`config.mk`:
```
export PLATFORM = sky130hd
export DESIGN_NAME = fpcsr_unit
export DESIGN_NICKNAME = d
export VERILOG_FILES = /design/src/rtl/fpcsr_pkg.sv /design/src/rtl/fpcsr_cc_unit.sv /design/src/rtl/fpcsr_exc_merge.sv /design/src/rtl/fpcsr_trap.sv /design/src/rtl/fpcsr_unit.sv
export SDC_FILE = /design/constraint.sdc
export NUM_CORES = 1
export LEC_CHECK = 0
export ABC_AREA = 1
export BUFFER_PORTS_ARGS = -buffer_cell sky130_fd_sc_hd__buf_2
export CAP_MARGIN = 20
export CORE_AREA = 8 8 79 74
export CTS_BUF_LIST = sky130_fd_sc_hd__clkbuf_8
export DETAILED_ROUTE_END_ITERATION = 16
export DIE_AREA = 0 0 87 82
export PLACE_DENSITY = 0.77
export SLEW_MARGIN = 30
export SYNTH_ARGS = -nofsm -noshare
export SYNTH_HDL_FRONTEND = slang
export SYNTH_HIERARCHICAL = 1
export SYNTH_SLANG_ARGS = --single-unit
```
`constraint.sdc`:
```
create_clock -name clk -period 1 [get_ports clk]
set_input_delay 0.1 -clock clk [delete_from_list [all_inputs] [get_ports clk]]
set_output_delay 0.1 -clock clk [all_outputs]
set_load 0.005 [all_outputs]
```
`src/rtl/fpcsr_pkg.sv`:
```
package fpcsr_pkg;

    localparam int CSR_W  = 32;
    localparam int CC_NUM = 8;
    localparam int EXC_W  = 6;
    localparam int FLG_W  = EXC_W - 1;
    localparam int RM_W   = 2;

    localparam int CC0_POS  = 23;
    localparam int FS_POS   = 24;
    localparam int CCHI_LSB = FS_POS + 1;

    // Stored word, most significant field first.
    typedef struct packed {
        logic [CC_NUM-2:0] cc_hi;   // codes 7..1
        logic              fs;      // flush-to-zero
        logic              cc0;     // code 0
        logic [4:0]        spare;
        logic [EXC_W-1:0]  cause;
        logic [FLG_W-1:0]  enable;
        logic [FLG_W-1:0]  flags;
        logic [RM_W-1:0]   rm;
    } csr_t;

    // Bit position of condition code n inside the stored word.
    function automatic int cc_pos(input int n);
        return (n == 0) ? CC0_POS : (FS_POS + n);
    endfunction

endpackage

```
`src/rtl/fpcsr_cc_unit.sv`:
```
module fpcsr_cc_unit
    import fpcsr_pkg::*;
(
    input  logic [CSR_W-1:0]  word_in,
    input  logic [CC_NUM-1:0] set_i,
    input  logic [CC_NUM-1:0] clr_i,
    output logic [CSR_W-1:0]  word_out,
    output logic [CC_NUM-1:0] packed_o
);

    logic [CC_NUM-1:0] cc_cur;
    logic [CC_NUM-1:0] cc_nxt;

    for (genvar n = 0; n < CC_NUM; n++) begin : g_cc
        localparam int P = cc_pos(n);
        assign cc_cur[n]   = word_in[P];
        // set dominates clear
        assign cc_nxt[n]   = set_i[n] | (cc_cur[n] & ~clr_i[n]);
        assign packed_o[n] = cc_cur[n];
    end

    always_comb begin
        word_out = word_in;
        for (int n = 0; n < CC_NUM; n++) begin
            word_out[cc_pos(n)] = cc_nxt[n];
        end
    end

endmodule

```
`src/rtl/fpcsr_exc_merge.sv`:
```
module fpcsr_exc_merge
    import fpcsr_pkg::*;
(
    input  csr_t             word_in,
    input  logic             valid_i,
    input  logic [EXC_W-1:0] bits_i,
    output csr_t             word_out
);

    always_comb begin
        word_out = word_in;
        if (valid_i) begin
            word_out.cause = bits_i;
            word_out.flags = word_in.flags | bits_i[FLG_W-1:0];
        end
    end

endmodule

```
`src/rtl/fpcsr_trap.sv`:
```
module fpcsr_trap
    import fpcsr_pkg::*;
(
    input  logic [EXC_W-1:0] cause_i,
    input  logic [FLG_W-1:0] enable_i,
    output logic             trap_o
);

    assign trap_o = (|(cause_i[FLG_W-1:0] & enable_i)) | cause_i[EXC_W-1];

endmodule

```
`src/rtl/fpcsr_unit.sv`:
```
module fpcsr_unit
    import fpcsr_pkg::*;
(
    input  logic              clk,
    input  logic              rst,
    input  logic              sw_we,
    input  logic [CSR_W-1:0]  sw_wdata,
    output logic [CSR_W-1:0]  sw_rdata,
    input  logic [CC_NUM-1:0] cc_set,
    input  logic [CC_NUM-1:0] cc_clr,
    output logic [CC_NUM-1:0] cc_packed,
    input  logic              exc_valid,
    input  logic [EXC_W-1:0]  exc_bits,
    output logic [RM_W-1:0]   round_mode,
    output logic              flush_zero,
    output logic              trap_req
);

    csr_t             csr_q;
    logic [CSR_W-1:0] after_cc;
    csr_t             after_exc;

    fpcsr_cc_unit u_cc (
        .word_in  (csr_q),
        .set_i    (cc_set),
        .clr_i    (cc_clr),
        .word_out (after_cc),
        .packed_o (cc_packed)
    );

    fpcsr_exc_merge u_exc (
        .word_in  (csr_t'(after_cc)),
        .valid_i  (exc_valid),
        .bits_i   (exc_bits),
        .word_out (after_exc)
    );

    fpcsr_trap u_trap (
        .cause_i  (csr_q.cause),
        .enable_i (csr_q.enable),
        .trap_o   (trap_req)
    );

    always_ff @(posedge clk) begin
        if (rst)        csr_q <= '0;
        else if (sw_we) csr_q <= csr_t'(sw_wdata);
        else            csr_q <= after_exc;
    end

    assign sw_rdata   = csr_q;
    assign round_mode = csr_q.rm;
    assign flush_zero = csr_q.fs;

    // software write wins over everything in its cycle
    a_r8_sw_priority: assert property (@(posedge clk) disable iff (rst)
        sw_we |=> (sw_rdata == $past(sw_wdata)));

    // a report without a write loads the cause field
    a_r6_cause_load: assert property (@(posedge clk) disable iff (rst)
        (!sw_we && exc_valid) |=> (csr_q.cause == $past(exc_bits)));

    // flags only accumulate unless software writes
    a_r7_flags_sticky: assert property (@(posedge clk) disable iff (rst)
        !sw_we |=> ((csr_q.flags & $past(csr_q.flags)) == $past(csr_q.flags)));

    // only a software write moves the flush control
    a_r9_flush_hold: assert property (@(posedge clk) disable iff (rst)
        !sw_we |=> $stable(flush_zero));

    // no cause, no trap
    a_r10_no_cause_no_trap: assert property (@(posedge clk) disable iff (rst)
        (csr_q.cause == '0) |-> !trap_req);

endmodule

```
==> reports/metrics.cfg <==
[detailed_routing]
vias=1751
routedWlPerCell_um=9.99
routed_wl_um=4440
ant_nets=0
drcViolationCount=0
vias_per_cell=3.94
firstDrtPassIters=4
first_iter_violations=38

[die]
ios=102
die_y_um=82
die_area_um2=7130
fp.dieW_um=87
initial_core_util_pct=44.3
placementRows=24
core_area_um2=4590

[synthesis]
synth_cells=332
syn-num-nets=390
synth_edf_count=0
yosysTopAreaCellShare_pct=31.5
synthMostInstantiatedCell=nand2_1
ys_ff_latch=32
async_reset_ff_share_pct=0
seq_area_frac_synth_pct=31.5
ys.flop_type=dfxtp_1
synth_common_cells=nand2_1, nor2_1, buf_4, inv_1, dfxtp_1
syn_area_per_cell_um2=6.12
yosysWarnings=6
synth.area.top_cells=dfxtp_1, buf_4, nand2_1
syn_area_um2=2030
synthDistinctLibCells=8
yosys.area.top_type=dfxtp_1

[timing]
worst_pin_slew_ps=184
fin_crit_sh_pct=108
fin_tns_setup_ps=-83.8
finalCriticalPeriod_ps=1080
rsz0062_at_grt=true
worst_hold_slack_ps=99.0
setup_viol=1
maxSlewHeadroom_pct=87.7
post-route-worst-setup-slack_ps=-83.8
hold_violations=0
max_freq_ghz=0.923
maxSlewViolCount=0
fin_skew_ps=0

[global_routing]
antenna_found_initial=0
overflow=0
grt_max_degree=36
grt_first_pass_wirelength_um=7460
grt_pass1_vias=1704
grt_usage_pct=13.1

[worst_setup_path]
endpoint_kind=output pin
rrSetupSlack_ps=330
path_max_fanout=3
start_kind=flop
cp.required_ps=900
reg2regPathDepth=4
arrival_ps=980
crit_type=flop to output pin

[clock_tree]
path_clk_slew_ps=70
h-tree-depth=2
cts_inserted_buffers=5
clk_path_buf_depth=2
cts_hold_buf=0
cts_tree=yes
root_buffer=clkbuf_8
cts_setup_buffers=0
clock_latency_ps=280
cts_sinks=32

[layout]
fin_util_pct=49.2
area_growth_pct=11.1
ff_latch_area_um2=644
num_antenna_cells=0
nNetsFinal=436
drive_gt1_share_pct=30.6
multi_input_area_um2=664
fin_cells=444
nFillCells=523

[power]
p_sw_uw=828
comb_power_share_pct=19.4
swShare_pct=27.3
clkPwrFrac_pct=33.7
leakagePower_nw=1.50
ir_drop_uv=698
p_int_mw=2.21
p_seq_share_pct=46.9
pwr_density_cell_nw_per_um2=1350

[worst_hold_path]
hold_depth=5
holdCritPathClass=input pin to flop

[status]
failed_checks=setup timing
outcome=finished, violations left

[placement]
port_buffers=101
gp_congestion=0.716
dp_cells=436
hpwlAfterDp_um=3470
preCtsSetupSlack_ps=218

[run]
maxCapViolCount=0

## layout make-up
type                            count  area share, %
Clock inverter                      2          0.499
Timing Repair Buffer              105           24.8
Clock buffer                        6           3.66
Sequential cell                    32           28.5
Inverter                           57           9.47
Tap cell                           65           3.60
Multi-Input combinational cell    177           29.4
## worst max-delay path, cell delays in order, from the launching register on
cell and delay [ps]:
dfxtp_2 330, nand2_1 60, nand2_1 50, nor2_1 100, nand2_1 50, buf_2 120
## stage by stage
stage,power [mW],area [um^2]
2_1_floorplan,1.97,2030
3_3_place_gp,2.04,2160
3_5_place_dp,2.05,2160
4_1_cts,3.10,2260
5_1_grt,3.27,2260
6_report,3.04,2260
## state kept, by name, summed over array words and instances, names as in the netlist
| signal | count |
|---|---|
| flush_zero | 1 |
| sw_rdata | 29 |
| round_mode | 2 |
## power by group through the flow
stage	registers, mW	clock network (mW)	logic, mW
floorplan	1.46	0	0.510
global placement	1.45	0	0.592
detailed placement	1.45	0	0.600
CTS	1.43	1.08	0.602
global route	1.44	1.13	0.692
finish	1.43	1.02	0.588
## repair_timing
item	4_1_cts	5_1_grt
gates resized for setup	1	2
endpoints found under the hold margin	0	0
pin swaps	0	0
setup endpoints to repair	1	1
## final timing paths
kind                                         startpoint                      end
worst min-delay path                       sw_wdata[21]  sw_rdata[21]$_SDFF_PP0_
worst min register to register  sw_rdata[18]$_SDFF_PP0_  sw_rdata[18]$_SDFF_PP0_
worst max-delay path            sw_rdata[16]$_SDFF_PP0_                 trap_req
worst max register to register  sw_rdata[16]$_SDFF_PP0_  sw_rdata[16]$_SDFF_PP0_
## layer usage
metal	vias to the layer above	share of wire, %	wire length (um)	GRT usage [%]
met5	-	0	0	0
met4	0	0.92	41	4.64
met3	5	14	629	7.70
met2	72	43	1890	22.4
met1	705	42	1870	13.0
li1	969	-	-	-
## logic make-up after synthesis
family / synth area share, %
and+or+nand+nor: 32.7
DFF: 31.5
buffers and inverters: 35.8
## cell usage in the layout, fill, tap and decap left out
master | Yosys | final
buf_12 | 0 | 2
buf_2 | 3 | 101
buf_4 | 56 | 2
dfxtp_2 | 0 | 3
inv_1 | 56 | 57
clkbuf_8 | 0 | 6
nand2_1 | 112 | 112
clkinvlp_4 | 0 | 1
nor2_1 | 65 | 65
inv_2 | 1 | 1
dfxtp_1 | 32 | 29
(Power assumes the default switching activity.)
